<file path="config.mk">
export PLATFORM = sky130hd
export DESIGN_NAME = bmdma_channel
export DESIGN_NICKNAME = d
export VERILOG_FILES = /design/src/rtl/bmdma_pkg.sv /design/src/rtl/bmdma_edge.sv /design/src/rtl/bmdma_regs.sv /design/src/rtl/bmdma_engine.sv /design/src/rtl/bmdma_channel.sv
export SDC_FILE = /design/constraint.sdc
export NUM_CORES = 1
export LEC_CHECK = 0
export BUFFER_PORTS_ARGS = -buffer_cell sky130_fd_sc_hd__buf_2
export CORE_MARGIN = 2
export CORE_UTILIZATION = 48
export DETAILED_ROUTE_END_ITERATION = 10
export PLACE_DENSITY = 0.7
export SYNTH_ARGS = -nofsm -noshare
export SYNTH_HDL_FRONTEND = slang
export SYNTH_HIERARCHICAL = 1
export SYNTH_SLANG_ARGS = --single-unit
</file>
<file path="constraint.sdc">
create_clock -name clk -period 2.7 [get_ports clk]
set_input_delay 0.27 -clock clk [delete_from_list [all_inputs] [get_ports clk]]
set_output_delay 0.27 -clock clk [all_outputs]
set_load 0.1 [all_outputs]
</file>
<file path="src/rtl/bmdma_pkg.sv">
package bmdma_pkg;
  // command register bits
  localparam int CMD_GO  = 0;
  localparam int CMD_DIR = 3;
  // status register bits
  localparam int ST_ACT  = 0;
  localparam int ST_ERR  = 1;
  localparam int ST_IRQ  = 2;
  localparam int ST_CAP0 = 5;
  localparam int ST_CAP1 = 6;
  // byte lane of the status register inside dword 0
  localparam int ST_LANE = 2;
  // bytes per descriptor and offset of its count dword
  localparam int DESC_BYTES = 8;
  localparam int DESC_CNT_OFS = 4;

  typedef enum logic [3:0] {
    S_IDLE, S_FETCH_A, S_FETCH_C, S_WAIT, S_MRD, S_DACK, S_MWR, S_DRAIN, S_HALT
  } eng_state_t;
endpackage

</file>
<file path="src/rtl/bmdma_edge.sv">
module bmdma_edge (
  input  logic clk,
  input  logic rst,
  input  logic din,
  output logic rise
);
  logic din_q;

  always_ff @(posedge clk) begin
    if (rst) begin
      din_q <= 1'b0;
      rise  <= 1'b0;
    end else begin
      din_q <= din;
      rise  <= din & ~din_q;
    end
  end


  rise_pulse_chk: assert property (@(posedge clk) disable iff (rst) rise |=> !rise);
endmodule

</file>
<file path="src/rtl/bmdma_regs.sv">
module bmdma_regs
  import bmdma_pkg::*;
#(
  parameter int HW = 32
) (
  input  logic          clk,
  input  logic          rst,
  input  logic          hst_sel,
  input  logic          hst_wr,
  input  logic          hst_dsel,
  input  logic [HW/8-1:0] hst_be,
  input  logic [HW-1:0] hst_wdata,
  output logic [HW-1:0] hst_rdata,
  input  logic          eng_active,
  input  logic          eng_err,
  input  logic          irq_rise,
  output logic          go,
  output logic          go_pulse,
  output logic          dir_to_mem,
  output logic [HW-1:2] tbl_base
);
  localparam int LANES = HW / 8;
  localparam int ST_OFS = ST_LANE * 8;

  logic [HW-1:0] ptr_q;
  logic st_err, st_irq, cap0, cap1;
  logic wr_cmd, wr_st, rd_any;
  logic [7:0] cmd_byte, st_byte;

  assign wr_cmd = hst_sel & hst_wr & ~hst_dsel & hst_be[0];
  assign wr_st  = hst_sel & hst_wr & ~hst_dsel & hst_be[ST_LANE];
  assign rd_any = hst_sel & ~hst_wr;

  assign cmd_byte = {4'b0, dir_to_mem, 2'b0, go};
  assign st_byte  = {1'b0, cap1, cap0, 2'b0, st_irq, st_err, eng_active};
  assign tbl_base = ptr_q[HW-1:2];

  always_ff @(posedge clk) begin
    if (rst) begin
      go         <= 1'b0;
      go_pulse   <= 1'b0;
      dir_to_mem <= 1'b0;
      st_err     <= 1'b0;
      st_irq     <= 1'b0;
      cap0       <= 1'b0;
      cap1       <= 1'b0;
      ptr_q      <= '0;
      hst_rdata  <= '0;
    end else begin
      go_pulse <= 1'b0;
      if (wr_cmd) begin
        go       <= hst_wdata[CMD_GO];
        go_pulse <= hst_wdata[CMD_GO] & ~go;
        if (!go) dir_to_mem <= hst_wdata[CMD_DIR];
      end
      // set wins over write-one-to-clear
      if (eng_err) st_err <= 1'b1;
      else if (wr_st && hst_wdata[ST_OFS+ST_ERR]) st_err <= 1'b0;
      if (irq_rise && go) st_irq <= 1'b1;
      else if (wr_st && hst_wdata[ST_OFS+ST_IRQ]) st_irq <= 1'b0;
      if (wr_st) begin
        cap0 <= hst_wdata[ST_OFS+ST_CAP0];
        cap1 <= hst_wdata[ST_OFS+ST_CAP1];
      end
      if (hst_sel && hst_wr && hst_dsel) begin
        for (int k = 0; k < LANES; k++) begin
          if (hst_be[k]) ptr_q[8*k +: 8] <= hst_wdata[8*k +: 8];
        end
        ptr_q[1:0] <= 2'b00;
      end
      if (rd_any) begin
        if (hst_dsel) hst_rdata <= {ptr_q[HW-1:2], 2'b00};
        else          hst_rdata <= {{(HW-32){1'b0}}, 8'h00, st_byte, 8'h00, cmd_byte};
      end
    end
  end


  err_set_chk: assert property (@(posedge clk) disable iff (rst) eng_err |=> st_err);

  err_clr_chk: assert property (@(posedge clk) disable iff (rst)
    (wr_st && hst_wdata[ST_OFS+ST_ERR] && !eng_err) |=> !st_err);

  irq_set_chk: assert property (@(posedge clk) disable iff (rst) (irq_rise && go) |=> st_irq);

  dir_hold_chk: assert property (@(posedge clk) disable iff (rst) go |=> $stable(dir_to_mem));
endmodule

</file>
<file path="src/rtl/bmdma_engine.sv">
module bmdma_engine
  import bmdma_pkg::*;
#(
  parameter int MEM_W = 32,
  parameter int DEV_W = 16,
  parameter int CNT_W = 16
) (
  input  logic             clk,
  input  logic             rst,
  input  logic             go,
  input  logic             go_pulse,
  input  logic             dir_to_mem,
  input  logic [MEM_W-1:2] tbl_base,
  output logic             active,
  output logic             err_pulse,
  output logic             mem_req,
  output logic             mem_we,
  output logic             mem_half,
  output logic [MEM_W-1:0] mem_addr,
  output logic [MEM_W-1:0] mem_wdata,
  input  logic             mem_rsp,
  input  logic             mem_err,
  input  logic [MEM_W-1:0] mem_rdata,
  input  logic             dev_req,
  output logic             dev_ack,
  input  logic [DEV_W-1:0] dev_wdata,
  output logic [DEV_W-1:0] dev_rdata
);
  localparam int REM_W = CNT_W + 1;
  localparam int EOT_BIT = MEM_W - 1;
  localparam logic [MEM_W-1:0] STEP = MEM_W'(DEV_W / 8);
  localparam logic [REM_W-1:0] STEP_R = REM_W'(DEV_W / 8);
  localparam logic [REM_W-1:0] FULL_LEN = REM_W'(1) << CNT_W;
  localparam logic [MEM_W-1:0] D_BYTES = MEM_W'(DESC_BYTES);
  localparam logic [MEM_W-1:0] D_CNT = MEM_W'(DESC_CNT_OFS);

  eng_state_t state;
  logic [MEM_W-1:0] tbl_ptr, cur_addr;
  logic [REM_W-1:0] remain;
  logic             last_ent;

  always_ff @(posedge clk) begin
    if (rst) begin
      state     <= S_IDLE;
      active    <= 1'b0;
      err_pulse <= 1'b0;
      mem_req   <= 1'b0;
      mem_we    <= 1'b0;
      mem_half  <= 1'b0;
      mem_addr  <= '0;
      mem_wdata <= '0;
      dev_ack   <= 1'b0;
      dev_rdata <= '0;
      tbl_ptr   <= '0;
      cur_addr  <= '0;
      remain    <= '0;
      last_ent  <= 1'b0;
    end else begin
      dev_ack   <= 1'b0;
      err_pulse <= 1'b0;
      if (!go) begin
        state   <= S_IDLE;
        active  <= 1'b0;
        mem_req <= 1'b0;
        mem_we  <= 1'b0;
      end else begin
        case (state)
          S_IDLE: begin
            if (go_pulse) begin
              active   <= 1'b1;
              tbl_ptr  <= {tbl_base, 2'b00};
              mem_addr <= {tbl_base, 2'b00};
              mem_req  <= 1'b1;
              mem_we   <= 1'b0;
              mem_half <= 1'b0;
              state    <= S_FETCH_A;
            end
          end
          S_FETCH_A: begin
            if (mem_rsp) begin
              if (mem_err) begin
                mem_req <= 1'b0; active <= 1'b0; err_pulse <= 1'b1; state <= S_HALT;
              end else begin
                cur_addr <= {mem_rdata[MEM_W-1:1], 1'b0};
                mem_addr <= tbl_ptr + D_CNT;
                state    <= S_FETCH_C;
              end
            end
          end
          S_FETCH_C: begin
            if (mem_rsp) begin
              mem_req <= 1'b0;
              if (mem_err) begin
                active <= 1'b0; err_pulse <= 1'b1; state <= S_HALT;
              end else begin
                remain   <= (mem_rdata[CNT_W-1:0] == '0) ? FULL_LEN
                            : {1'b0, mem_rdata[CNT_W-1:1], 1'b0};
                last_ent <= mem_rdata[EOT_BIT];
                tbl_ptr  <= tbl_ptr + D_BYTES;
                state    <= S_WAIT;
              end
            end
          end
          S_WAIT: begin
            if (remain == '0) begin
              if (last_ent) begin
                active <= 1'b0;
                state  <= S_DRAIN;
              end else begin
                mem_addr <= tbl_ptr;
                mem_req  <= 1'b1;
                mem_we   <= 1'b0;
                mem_half <= 1'b0;
                state    <= S_FETCH_A;
              end
            end else if (dev_req && !dev_ack) begin
              if (dir_to_mem) begin
                dev_ack <= 1'b1;
                state   <= S_DACK;
              end else begin
                mem_addr <= cur_addr;
                mem_req  <= 1'b1;
                mem_we   <= 1'b0;
                mem_half <= 1'b1;
                state    <= S_MRD;
              end
            end
          end
          S_DACK: begin
            mem_wdata <= {{(MEM_W-DEV_W){1'b0}}, dev_wdata};
            mem_addr  <= cur_addr;
            mem_req   <= 1'b1;
            mem_we    <= 1'b1;
            mem_half  <= 1'b1;
            state     <= S_MWR;
          end
          S_MWR: begin
            if (mem_rsp) begin
              mem_req <= 1'b0;
              mem_we  <= 1'b0;
              if (mem_err) begin
                active <= 1'b0; err_pulse <= 1'b1; state <= S_HALT;
              end else begin
                cur_addr <= cur_addr + STEP;
                remain   <= remain - STEP_R;
                state    <= S_WAIT;
              end
            end
          end
          S_MRD: begin
            if (mem_rsp) begin
              mem_req <= 1'b0;
              if (mem_err) begin
                active <= 1'b0; err_pulse <= 1'b1; state <= S_HALT;
              end else begin
                dev_rdata <= mem_rdata[DEV_W-1:0];
                dev_ack   <= 1'b1;
                cur_addr  <= cur_addr + STEP;
                remain    <= remain - STEP_R;
                state     <= S_WAIT;
              end
            end
          end
          S_DRAIN: begin
            if (dev_req) begin
              err_pulse <= 1'b1;
              state     <= S_HALT;
            end
          end
          default: state <= S_HALT;
        endcase
      end
    end
  end


  ack_pulse_chk: assert property (@(posedge clk) disable iff (rst) dev_ack |=> !dev_ack);

  req_hold_chk: assert property (@(posedge clk) disable iff (rst)
    (mem_req && !mem_rsp && go) |=> (!go || (mem_req && $stable(mem_addr) && $stable(mem_we))));

  addr_even_chk: assert property (@(posedge clk) disable iff (rst) mem_req |-> !mem_addr[0]);

  err_quiet_chk: assert property (@(posedge clk) disable iff (rst) err_pulse |-> (!active && !mem_req));

  stop_chk: assert property (@(posedge clk) disable iff (rst) !go |=> (!active && !mem_req));
endmodule

</file>
<file path="src/rtl/bmdma_channel.sv">
module bmdma_channel #(
  parameter int MEM_W = 32,
  parameter int DEV_W = 16,
  parameter int CNT_W = 16
) (
  input  logic             clk,
  input  logic             rst,
  input  logic             hst_sel,
  input  logic             hst_wr,
  input  logic             hst_dsel,
  input  logic [3:0]       hst_be,
  input  logic [31:0]      hst_wdata,
  output logic [31:0]      hst_rdata,
  output logic             mem_req,
  output logic             mem_we,
  output logic             mem_half,
  output logic [MEM_W-1:0] mem_addr,
  output logic [MEM_W-1:0] mem_wdata,
  input  logic             mem_rsp,
  input  logic             mem_err,
  input  logic [MEM_W-1:0] mem_rdata,
  input  logic             dev_req,
  output logic             dev_ack,
  input  logic [DEV_W-1:0] dev_wdata,
  output logic [DEV_W-1:0] dev_rdata,
  input  logic             dev_irq
);
  logic go, go_pulse, dir_to_mem, active, err_pulse, irq_rise;
  logic [MEM_W-1:2] tbl_base;

  bmdma_edge u_edge (
    .clk(clk), .rst(rst), .din(dev_irq), .rise(irq_rise)
  );

  bmdma_regs #(.HW(MEM_W)) u_regs (
    .clk(clk), .rst(rst),
    .hst_sel(hst_sel), .hst_wr(hst_wr), .hst_dsel(hst_dsel),
    .hst_be(hst_be), .hst_wdata(hst_wdata), .hst_rdata(hst_rdata),
    .eng_active(active), .eng_err(err_pulse), .irq_rise(irq_rise),
    .go(go), .go_pulse(go_pulse), .dir_to_mem(dir_to_mem), .tbl_base(tbl_base)
  );

  bmdma_engine #(.MEM_W(MEM_W), .DEV_W(DEV_W), .CNT_W(CNT_W)) u_engine (
    .clk(clk), .rst(rst),
    .go(go), .go_pulse(go_pulse), .dir_to_mem(dir_to_mem), .tbl_base(tbl_base),
    .active(active), .err_pulse(err_pulse),
    .mem_req(mem_req), .mem_we(mem_we), .mem_half(mem_half),
    .mem_addr(mem_addr), .mem_wdata(mem_wdata),
    .mem_rsp(mem_rsp), .mem_err(mem_err), .mem_rdata(mem_rdata),
    .dev_req(dev_req), .dev_ack(dev_ack), .dev_wdata(dev_wdata), .dev_rdata(dev_rdata)
  );
endmodule

</file>
==> results of run 1 <==
-- metrics by stage --
stage / util (%) / TNS [ps] / cell area (µm²) / worst slack [ps]
after floorplan: - / 0 / 12000 / 313
after global placement: 55.2 / -33.5 / 13400 / -33.5
after detailed placement: 55.2 / 0 / 13400 / 57.4
after CTS: 60.8 / 0 / 14800 / 49.8
after global routing: 60.8 / 0 / 14800 / 4.30
final: 60.8 / 0 / 14800 / 79.1
-- synthesized netlist by cell type (22+ instances only) --
master    count
a211oi_1     36
dfxtp_1     222
o31ai_1      22
o21ai_0      98
nor2_1      124
nand2_1     249
nor3_1       45
nor4_1       24
a21oi_1     195
nand4_1      24
nand3_1      70
clkbuf_1    100
-- repair_timing --
action,in CTS,in global routing
hold endpoints to repair,58,0
setup endpoints to repair,0,2
gates resized for setup,0,2
hold buffers,55,0
-- critical path, stage by stage (launching register included) --
cell and delay [ps]:
dfxtp_1 330, or4_1 640, nor2_1 270, a41o_1 310
nor2_1 90, or3_1 540, o32ai_1 330
-- how the worst max path moves through the flow --
stage                              startpoint              endpoint  slack [ps]  cells after the start
after floorplan           u_engine/remain[11]  u_engine/mem_addr[5]         310                      8
after global placement    u_engine/remain[12]  u_engine/mem_addr[8]         -30                      7
after detailed placement  u_engine/remain[12]  u_engine/mem_addr[8]          60                      7
after CTS                 u_engine/remain[12]  u_engine/mem_addr[8]          50                      7
after global routing        u_engine/state[1]   u_engine/tbl_ptr[5]           4                      8
final                     u_engine/remain[12]  u_engine/mem_addr[9]          80                      6
-- state kept, by name, summed over array words and instances (netlist names), 4 cells and up --
name / count
u_engine/mem_wdata: 16
u_engine/tbl_ptr: 30
u_regs/hst_rdata: 31
u_regs/ptr_q: 30
u_engine/dev_rdata: 16
u_engine/cur_addr: 31
u_engine/mem_addr: 32
u_engine/state: 4
u_engine/remain: 16
-- final cells by class --
type                            count  area, µm²  area share [%]
Multi-Input combinational cell   1210       6760            45.7
Sequential cell                   222       4440            30.0
Timing Repair Buffer              338       2310            15.6
Clock buffer                       35        703            4.75
Tap cell                          324        405            2.74
Clock inverter                     10        118           0.795
Inverter                           16       60.1           0.406
-- per-layer routing --
| layer | global-route usage, % | vias up |
|---|---|---|
| li1 | - | 6216 |
| met1 | 39.9 | 6063 |
| met2 | 50.8 | 640 |
| met3 | 5.14 | 108 |
| met4 | 12.1 | 0 |
| met5 | 0 | - |
-- placed cells by master, fill, tap and decap left out, types with 15 or more instances in the layout --
master / Yosys / final
nand3_1: 70 / 70
nor3_1: 45 / 43
dfxtp_1: 222 / 222
nor2_1: 124 / 123
mux2i_1: 19 / 19
a31oi_1: 19 / 19
a311oi_1: 15 / 15
inv_1: 16 / 16
clkbuf_16: 0 / 25
a22oi_1: 18 / 18
nand4_1: 24 / 24
dlygate4sd3_1: 0 / 55
a211oi_1: 36 / 36
nand2_1: 249 / 249
nor4_1: 24 / 24
conb_1: 2 / 17
buf_2: 21 / 189
buf_4: 20 / 85
o21ai_0: 98 / 98
a21oi_1: 195 / 194
o31ai_1: 22 / 22
-- power by group through the flow --
stage	clock (µW)	sequential, µW	combinational, µW
global route	3620	3320	528
global placement	0	3390	427
detailed placement	0	3390	429
finish	3440	3320	498
floorplan	0	3430	282
CTS	3490	3320	490
-- logic make-up (layout without fill, tap and decap cells) --
| logic type | count (synthesis) | after routing | synth area share (%) |
|---|---|---|---|
| simple gates | 653 | 653 | 26.5 |
| compound gates | 507 | 507 | 26.5 |
| mux | 19 | 19 | 1.60 |
| other cells | 2 | 17 | 0.0630 |
| flops | 222 | 222 | 37.3 |
| xor+xnor | 9 | 9 | 0.661 |
| buf+inv | 170 | 399 | 6.84 |
| fa+ha+maj | 5 | 5 | 0.504 |
==> results.cfg, run 1 <==
[global_routing]
grt.total_usage_pct = 30.7
grt_pass1_vias = 12000
grt_pass1_wl_um = 64700
antenna_found_initial = 0
overflow = 0
grt_max_degree = 144

[pwr]
powerDensity_nw_per_um2 = 490
p_int_uw = 5460
switching_share_pct = 24.7
vdd_drop_max_mv = 0.450
power.total_uw = 7250
p_leak_uw = 0.00546
pwr-share-clk_pct = 47.4
pwr-share-comb_pct = 6.9
p_seq_share_pct = 45.8
switchingPower_uw = 1790

[setup_path]
cp-start-kind = flip-flop
critical_path_class = reg -> reg
rrSetupSlack_ps = 80
path_max_fanout = 6
endpoint_kind = flip-flop
rr_startpoint = u_engine/remain[12]
timing.rr.end = u_engine/mem_addr[9]
crit_required_ps = 3140
reg2reg_depth = 6
arrival_ps = 3060

[logic_synthesis]
ys_ff_latch = 222
synth_top_area_cell = dfxtp_1
synth_area_per_cell_um2 = 7.51
synth_area_um2 = 11900
synth-edff-count = 0
synth_cell_types = 84
synth_seq_area_share_pct = 37.3
syn_inst = 1587
ys_warn_count = 6
synthFlopType = dfxtp_1
synthDominantCellAreaShare_pct = 37.3
synth_area_leaders = dfxtp_1, a21oi_1, nand2_1, o21ai_0, nor2_1
synth-async-reset-ratio_pct = 0

[drt]
met3WireLength_um = 3490
wl_per_cell_um = 19.4
top_layer = met4
wl_um = 41800
drcViolationCount = 0
drtAntennaViolNets = 0
dr.first_iter.drc_count = 1353
met2_length_um = 19200
dr.pass1.iters = 6
vias = 13000
viasPerCell = 6.05
m1WireLength_um = 17400

[sta]
setup_viol = 0
finalCritPeriodShare_pct = 97.1
fin_worst_skew_ps = 13.2
fmax_ghz = 0.382
hold_ws_ps = 18.5
grt_setup_unrepaired = false
slew_violations = 0
worst_slew_pin_slew_ps = 937
hold_viol = 0
period_needed_ps = 2620
slew_headroom_pct = 37.5

[final_layout]
nNetsFinal = 1910
antenna_cells = 0
area_growth_pct = 24.1
final_cells = 2155
drive_gt1_share_pct = 19.3
fill_cells = 2217

[place]
placed_cells = 2055
place_congestion = 0.922
io_buffers = 190
hpwlAfterDp_um = 28900

[worst_hold_path]
holdPathStages = 3
min_path_type = in -> reg
holdPathEnd = u_engine/dev_rdata[6]
worstHoldStart = mem_rdata[6]

[clock_network]
root_buffer = clkbuf_16
cts_setup_buffers = 0
cts_buffers = 25
htree_levels = 1
clkLatencyLatePin_ps = 540
cts_sinks = 222
cts.reportedPaths.clkPinSlew_ps = 60
cts_tree = done
cts_buffer_depth = 3

[floorplanning]
die_y_um = 162
die_area_um2 = 26100
ios = 209
start_util_pct = 49.0
coreArea_um2 = 24300
num_rows = 57
die_w_um = 162

[job]
cap_violations = 0

[outcome]
status = complete, no violations
(Power assumes the default switching activity.)
==> run 2: changes to the inputs <==
--- a/config.mk
+++ b/config.mk
@@ -9,7 +9,7 @@
 export CORE_MARGIN = 2
 export CORE_UTILIZATION = 48
 export DETAILED_ROUTE_END_ITERATION = 10
-export PLACE_DENSITY = 0.7
+export PLACE_DENSITY = 0.76
 export SYNTH_ARGS = -nofsm -noshare
 export SYNTH_HDL_FRONTEND = slang
 export SYNTH_HIERARCHICAL = 1
==> results.cfg, run 2 (synthesis results as in run 1) <==
[pwr]
powerDensity_nw_per_um2 = 515
vdd_drop_max_mv = 0.520
pwr-share-clk_pct = 49.7
switching_share_pct = 23.6
power.total_uw = 7580
pwr-share-comb_pct = 6.5
switchingPower_uw = 1790
p_seq_share_pct = 43.8
p_leak_uw = 0.00544
p_int_uw = 5790

[clock_network]
cts_buffer_depth = 3
cts_sinks = 222
clkLatencyLatePin_ps = 530
root_buffer = clkbuf_16
cts.reportedPaths.clkPinSlew_ps = 70
cts_setup_buffers = 0
cts_tree = done
cts_buffers = 25
htree_levels = 1

[sta]
hold_viol = 0
period_needed_ps = 2630
finalCritPeriodShare_pct = 97.6
fmax_ghz = 0.380
slew_headroom_pct = 39.2
worst_slew_pin_slew_ps = 912
setup_viol = 0
setup_ws_ps = 65.1
slew_violations = 0
grt_setup_unrepaired = false
fin_worst_skew_ps = 8.98
finalSetupTns_ps = 0

[global_routing]
grt_max_degree = 89
grt_pass1_vias = 12100
grt.total_usage_pct = 30.3
overflow = 0
grt_pass1_wl_um = 64900
antenna_found_initial = 0

[final_layout]
regMostFlops = u_engine/mem_addr
nNetsFinal = 1894
area_growth_pct = 23.5
biggestRegsByFlops = u_engine/mem_addr x32, u_engine/cur_addr x31, u_regs/hst_rdata x31
antenna_cells = 0
drive_gt1_share_pct = 19.2
postLayoutCoreUtil_pct = 60.5
final_common_cell = nand2_1
largest_reg_flops = 32
final_cell_mix = nand2_1, dfxtp_1, a21oi_1

[setup_path]
endpoint_kind = flip-flop
rrSetupSlack_ps = 70
reg2reg_depth = 7
crit_required_ps = 3120
critical_path_class = reg -> reg
timing.rr.end = u_engine/mem_addr[5]
cpMaxStageDelayCell = or4_1
cp-start-kind = flip-flop
arrival_ps = 3060
path_max_fanout = 14
worstPathCellList = or4_1 > or2_2 > o31a_2 > buf_4 > a211oi_1 > o2bb2ai_1 > o22ai_1
max_stage_delay_ps = 590
rr_startpoint = u_engine/remain[12]

[floorplanning]
start_util_pct = 49.0
die_w_um = 162
num_rows = 57
ios = 209
coreArea_um2 = 24300
die_y_um = 162
die_area_um2 = 26100

[drt]
met3WireLength_um = 3950
wl_per_cell_um = 19.3
dr.first_iter.drc_count = 1670
drcViolationCount = 0
dr.pass1.iters = 6
m1WireLength_um = 16900
drtAntennaViolNets = 0
vias = 13200
wl_um = 41200
met2_length_um = 18800
viasPerCell = 6.17
top_layer = met4

[place]
place_congestion = 0.974
hpwlAfterDp_um = 28700
pre_cts_ws_ps = 65.6
io_buffers = 190

[outcome]
status = complete, no violations

[worst_hold_path]
holdPathStages = 3
worstHoldStart = mem_rdata[8]
holdPathEnd = u_engine/dev_rdata[8]
min_path_type = in -> reg

[job]
cap_violations = 0
-- run 2: worst max path at each step --
stage / endpoint / slack, ps / from / depth (start not counted)
global route: u_engine/mem_addr[8] / 9 / u_engine/remain[12] / 6
finish: u_engine/mem_addr[5] / 70 / u_engine/remain[12] / 7
floorplan: u_engine/mem_addr[5] / 310 / u_engine/remain[11] / 8
detailed placement: u_engine/mem_addr[8] / 70 / u_engine/remain[12] / 7
global placement: u_engine/mem_addr[29] / 130 / u_engine/remain[12] / 7
CTS: u_engine/mem_addr[8] / 60 / u_engine/remain[12] / 7
-- run 2: through the flow --
step | area (µm²) | hold WS [ps] | cells
6_report | 14700 | 4.69 | 2139
5_1_grt | 14700 | 26.9 | 2139
4_1_cts | 14700 | 1.76 | 2139
3_5_place_dp | 13300 | 398 | 2045
3_3_place_gp | 13300 | 399 | 2045
2_1_floorplan | 12000 | 341 | 1602
-- run 2: metal layers --
| metal | global-route usage [%] | vias to the layer above |
|---|---|---|
| li1 | - | 6182 |
| met1 | 40.0 | 6136 |
| met2 | 49.9 | 779 |
| met3 | 5.34 | 108 |
| met4 | 10.8 | 0 |
| met5 | 0 | - |
-- run 2: layout make-up --
type,instances,area [µm²]
repair buffers,322,2150
flip-flops and latches,222,4450
multi-input cells,1210,6760
well taps,324,405
fillers,2148,9600
clock buffers,35,723
inverters,16,60.1
clock inverters,10,185
-- run 2: critical path: cells and delay by family (launching register included) --
family	cells	cell delay, ps
AOI/OAI and AO/OA	4	1030
and+or+nand+nor	2	930
DFF	1	330
buffers and inverters	1	230
-- run 2: power by group through the flow --
| stage | Sequential, µW | Clock [µW] | Combinational [µW] |
|---|---|---|---|
| global route | 3320 | 3930 | 523 |
| finish | 3320 | 3770 | 493 |
| global placement | 3390 | 0 | 428 |
| floorplan | 3430 | 0 | 282 |
| detailed placement | 3390 | 0 | 430 |
| CTS | 3320 | 3800 | 486 |
-- run 2: what timing repair did --
| action | in CTS | in global routing |
|---|---|---|
| endpoints found under the hold margin | 52 | 0 |
| resized for setup | 0 | 4 |
| setup endpoints to repair | 0 | 27 |
| hold buffers | 49 | 0 |
